## src/rtl/pci_par_pkg.sv

```systemverilog
package pci_par_pkg;
  // bit of the command nibble that separates writes (1) from reads (0)
  localparam int unsigned CMD_WR_BIT = 0;

  typedef struct packed {
    logic drive;  // this agent sources AD this clock
    logic check;  // other agent sourced a phase that counts
  } phase_dec_t;
endpackage

```

## src/rtl/pci_par_phase.sv

```systemverilog
module pci_par_phase
  import pci_par_pkg::*;
(
  input  logic       clk_i,
  input  logic       rst_ni,
  input  logic       frame_ni,
  input  logic       irdy_ni,
  input  logic       trdy_ni,
  input  logic       is_master_i,
  input  logic       cmd_wr_i,
  output phase_dec_t dec_o
);
  logic in_txn_q, wr_q;
  logic addr_ph, idle, done;

  assign addr_ph = !frame_ni && !in_txn_q;
  assign idle    = frame_ni && irdy_ni;
  assign done    = in_txn_q && !irdy_ni && !trdy_ni;

  always_ff @(posedge clk_i or negedge rst_ni) begin
    if (!rst_ni) begin
      in_txn_q <= 1'b0;
      wr_q     <= 1'b0;
    end else if (addr_ph) begin
      in_txn_q <= 1'b1;
      wr_q     <= cmd_wr_i;
    end else if (idle) begin
      in_txn_q <= 1'b0;
    end
  end

  always_comb begin
    dec_o.drive = (addr_ph && is_master_i)
               || (in_txn_q &&  is_master_i &&  wr_q && !irdy_ni)
               || (in_txn_q && !is_master_i && !wr_q && !trdy_ni);
    // master-read or target-write data comes from the other side
    dec_o.check = (addr_ph && !is_master_i)
               || (done && (is_master_i != wr_q));
  end
endmodule

```

## src/rtl/pci_par_gen.sv

```systemverilog
module pci_par_gen (
  input  logic clk_i,
  input  logic rst_ni,
  input  logic drive_i,
  input  logic par_calc_i,
  output logic par_o,
  output logic par_oe_o
);
  always_ff @(posedge clk_i or negedge rst_ni) begin
    if (!rst_ni) begin
      par_o    <= 1'b0;
      par_oe_o <= 1'b0;
    end else begin
      par_oe_o <= drive_i;
      if (drive_i) par_o <= par_calc_i;
    end
  end
endmodule

```

## src/rtl/pci_par_chk.sv

```systemverilog
module pci_par_chk (
  input  logic clk_i,
  input  logic rst_ni,
  input  logic check_i,
  input  logic par_calc_i,
  input  logic par_i,
  output logic err_o
);
  logic exp_q, armed_q;

  always_ff @(posedge clk_i or negedge rst_ni) begin
    if (!rst_ni) begin
      exp_q   <= 1'b0;
      armed_q <= 1'b0;
      err_o   <= 1'b0;
    end else begin
      exp_q   <= par_calc_i;
      armed_q <= check_i;
      err_o   <= armed_q && (par_i != exp_q);
    end
  end
endmodule

```

## src/rtl/pci_par_unit.sv

```systemverilog
module pci_par_unit
  import pci_par_pkg::*;
#(
  parameter  int AD_W = 32,
  localparam int BE_W = AD_W / 8
) (
  input  logic            clk_i,
  input  logic            rst_ni,
  input  logic [AD_W-1:0] ad_i,
  input  logic [BE_W-1:0] cbe_ni,
  input  logic            frame_ni,
  input  logic            irdy_ni,
  input  logic            trdy_ni,
  input  logic            is_master_i,
  input  logic            par_i,
  output logic            par_o,
  output logic            par_oe_o,
  output logic            par_err_o
);
  phase_dec_t dec;
  logic       par_calc;

  // even parity: XOR of every AD and C/BE bit
  assign par_calc = ^{ad_i, cbe_ni};

  pci_par_phase u_phase (
    .clk_i       (clk_i),
    .rst_ni      (rst_ni),
    .frame_ni    (frame_ni),
    .irdy_ni     (irdy_ni),
    .trdy_ni     (trdy_ni),
    .is_master_i (is_master_i),
    .cmd_wr_i    (cbe_ni[CMD_WR_BIT]),
    .dec_o       (dec)
  );

  pci_par_gen u_gen (
    .clk_i      (clk_i),
    .rst_ni     (rst_ni),
    .drive_i    (dec.drive),
    .par_calc_i (par_calc),
    .par_o      (par_o),
    .par_oe_o   (par_oe_o)
  );

  pci_par_chk u_chk (
    .clk_i      (clk_i),
    .rst_ni     (rst_ni),
    .check_i    (dec.check),
    .par_calc_i (par_calc),
    .par_i      (par_i),
    .err_o      (par_err_o)
  );
endmodule

```

## config.mk

```make
export PLATFORM = sky130hd
export DESIGN_NAME = pci_par_unit
export DESIGN_NICKNAME = d
export VERILOG_FILES = /design/src/rtl/pci_par_pkg.sv /design/src/rtl/pci_par_phase.sv /design/src/rtl/pci_par_gen.sv /design/src/rtl/pci_par_chk.sv /design/src/rtl/pci_par_unit.sv
export SDC_FILE = /design/constraint.sdc
export NUM_CORES = 1
export LEC_CHECK = 0
export BUFFER_PORTS_ARGS = -buffer_cell sky130_fd_sc_hd__buf_2
export CAP_MARGIN = 20
export CORE_UTILIZATION = 30
export DETAILED_ROUTE_END_ITERATION = 7
export GPL_TIMING_DRIVEN = 0
export HOLD_SLACK_MARGIN = 0.02
export PLACE_DENSITY = 0.65
export SLEW_MARGIN = 10
export SYNTH_ARGS = -nofsm -noshare
export SYNTH_HDL_FRONTEND = slang
export SYNTH_SLANG_ARGS = --single-unit
```

## constraint.sdc

```tcl
create_clock -name clk_i -period 1.7 [get_ports clk_i]
set_clock_uncertainty 0.1 [all_clocks]
set_input_delay 0.255 -clock clk_i [delete_from_list [all_inputs] [get_ports clk_i]]
set_output_delay 0.255 -clock clk_i [all_outputs]
set_load 0.02 [all_outputs]
```

==> flow_summary.yaml <==
timing:
  whs_ps: 85.1
  fin_crit_ps: 1640
  maxSlewViolCount: 0
  maxSlewHeadroom_pct: 84.4
  rsz0062_at_grt: "yes"
  hold_violations: 0
  worst_pin_slew_ps: 233
  finalWorstSetupSlack_ps: 59.0
  finalSetupViolCount: 0
  fmax_ghz: 0.609
  fin_crit_sh_pct: 96.5
worst_setup_path:
  worst_path_most_repeated_cell: "xnor2_1"
  start_kind: "input port"
  critPathBufInv: 1
  endpoint_kind: "register"
  slowest_stage: "xnor3_1"
  crit_family: "XOR/XNOR gates"
  path_cells: "buf_2, xnor2_1, xnor2_1, xnor2_1, xnor3_1, xnor2_1, mux2_2"
  worst-setup-path-type: "input port to register"
  crit_arrival_ps: 1670
  cp_slowest_stage_delay_ps: 420
  required_ps: 1730
  critPathMaxFanout: 2
placement:
  io_buffers: 45
  pre_cts_ws_ps: -231
  placed_area_um2: 843
  gp_congestion: 0.605
  dp_hpwl_um: 967
route:
  antenna_left: 0
  avgViaCountPerCell: 4.15
  wire_per_inst_um: 8.18
  vias: 544
  drt-initial-drc-count: 2
  drt_drc_violations_left: 0
  firstDrtPassIters: 2
  routed_wl_um: 1070
cells_and_area:
  final_area_um2: 887
  nNetsFinal: 150
  n_antenna_cell: 0
  finish.utilization_pct: 50.3
  area_delta_synth_final_pct: 53.1
  drive_gt1_share_pct: 49.1
global_routing:
  grt_max_degree: 8
  track_usage_pct: 11.5
  globalRouteOverflowTotal: 0
  grt_pass1_vias: 516
  grt_pass1_wl_um: 1700
  antenna_found_initial: 0
synth:
  synth.yosys.seq_area_share_pct: 30.2
  synth_seq_cells: 7
  synth_nets: 99
  syn-cell-area_um2: 579
  avgSynthCellArea_um2: 10.3
  postSynthCellCount: 56
  synth_cell_types: 14
  yosys_warnings: 0
die:
  rows: 15
  core-area_um2: 1760
  fp.dieW_um: 45.9
  die_area_um2: 2110
  die_h_um: 45.9
  initial_core_util_pct: 32.8
  ios: 46
cts:
  cts_tree: "yes"
  cts-root-buf: "clkbuf_4"
  clk_path_buf_depth: 2
  cts_max_level: 1
  clk_latency_ps: 250
  clk_pin_slew_worst_paths_ps: 50
  cts.sinks: 7
  cts_buffers: 3
outcome:
  status: "finished clean"
pwr:
  power.total_mw: 0.784
  powerDensity_nw_per_um2: 884
  p_leak_nw: 0.423
  irDropWorstVdd_v: 0.000388
worst_hold_path:
  hp-class: "input port to register"
run:
  drv_cap: 0
==> per-stage QoR <==
stage               cells  setup TNS [ps]
finish                131               0
global route          131           -11.3
CTS                   131               0
detailed placement    126            -231
global placement      126            -196
floorplan              56           -12.2
==> kinds of logic (layout without fill, tap and decap cells) <==
kind of cell           after synthesis  count (layout)  synth area share (%)
AO/OA/AOI/OAI                        5               5                  4.53
XOR/XNOR                            35              35                  55.3
buffers and inverters                1              51                 0.647
flip-flops                           7               7                  30.2
multiplexers                         2               2                  3.89
AND/OR/NAND/NOR                      6               6                  5.40
==> worst paths after layout <==
check | from | to | slack [ps] | cells past startpoint
max | cbe_ni[1] | u_gen.par_o | 60 | 7
min | frame_ni | u_phase.in_txn_q | 90 | 2
max reg2reg | u_phase.in_txn_q | u_gen.par_o | 220 | 4
min reg2reg | u_chk.armed_q | u_chk.err_o | 350 | 1
max in group asynchronous | rst_ni | u_phase.in_txn_q | 1090 | 2
min in group asynchronous | rst_ni | u_chk.err_o | 260 | 2
==> final cells by class <==
type                            count  area [um^2]
Clock buffer                        4         26.3
Multi-Input combinational cell     48          415
Inverter                            1         3.75
Tap cell                           25         31.3
Sequential cell                     7          175
Fill cell                         200          877
Timing Repair Buffer               46          235
==> layer usage <==
metal,track usage [%],vias up,part of all wire [%]
met1,9.64,237,35
met4,5.29,0,1.6
met5,0,-,0
li1,-,277,-
met2,22.5,28,55
met3,4.76,2,8.2
==> cell usage in the layout (no fill, tap or decap), types with 2 or more instances in the layout <==
master and n:
buf_2 45, xnor2_1 27, dfrtp_1 7, xor2_1 5, a21oi_1 3, clkbuf_4 3
nor2_1 2, xnor2_2 2, mux2_2 2
==> sequential cells by signal, summed over array words and instances, names as in the netlist <==
register,count
u_chk.armed_q,1
u_chk.err_o,1
u_chk.exp_q,1
u_gen.par_o,1
u_gen.par_oe_o,1
u_phase.in_txn_q,1
u_phase.wr_q,1
==> power by group <==
group,switching [mW],internal [mW]
combinational,0.166,0.243
clock,0.0582,0.0894
sequential,0.0172,0.210
==> cell usage after synthesis <==
cell type | n | area, um^2
a21oi_1 | 3 | 15.0
a31oi_1 | 1 | 6.26
and2_1 | 1 | 6.26
dfrtp_1 | 7 | 175
inv_1 | 1 | 3.75
mux2_2 | 2 | 22.5
nand2b_1 | 1 | 6.26
nand3_1 | 1 | 5.00
nor2_1 | 2 | 7.51
nor2b_1 | 1 | 6.26
o21ai_0 | 1 | 5.00
xnor2_1 | 29 | 254
xnor3_1 | 1 | 22.5
xor2_1 | 5 | 43.8
==> timing repair <==
item,CTS,global route
buffers inserted,0,0
setup endpoints to repair,0,1
hold buffers,1,0
resized for setup,0,1
hold endpoints to repair,7,0
==> worst register-to-register path, delay by kind of cell, from the launching register on <==
family	cells	cell delay, ps
simple gates	1	240
mux	1	350
compound gates	2	320
flops	1	350
No activity file was read; power rests on OpenSTA's default activity.
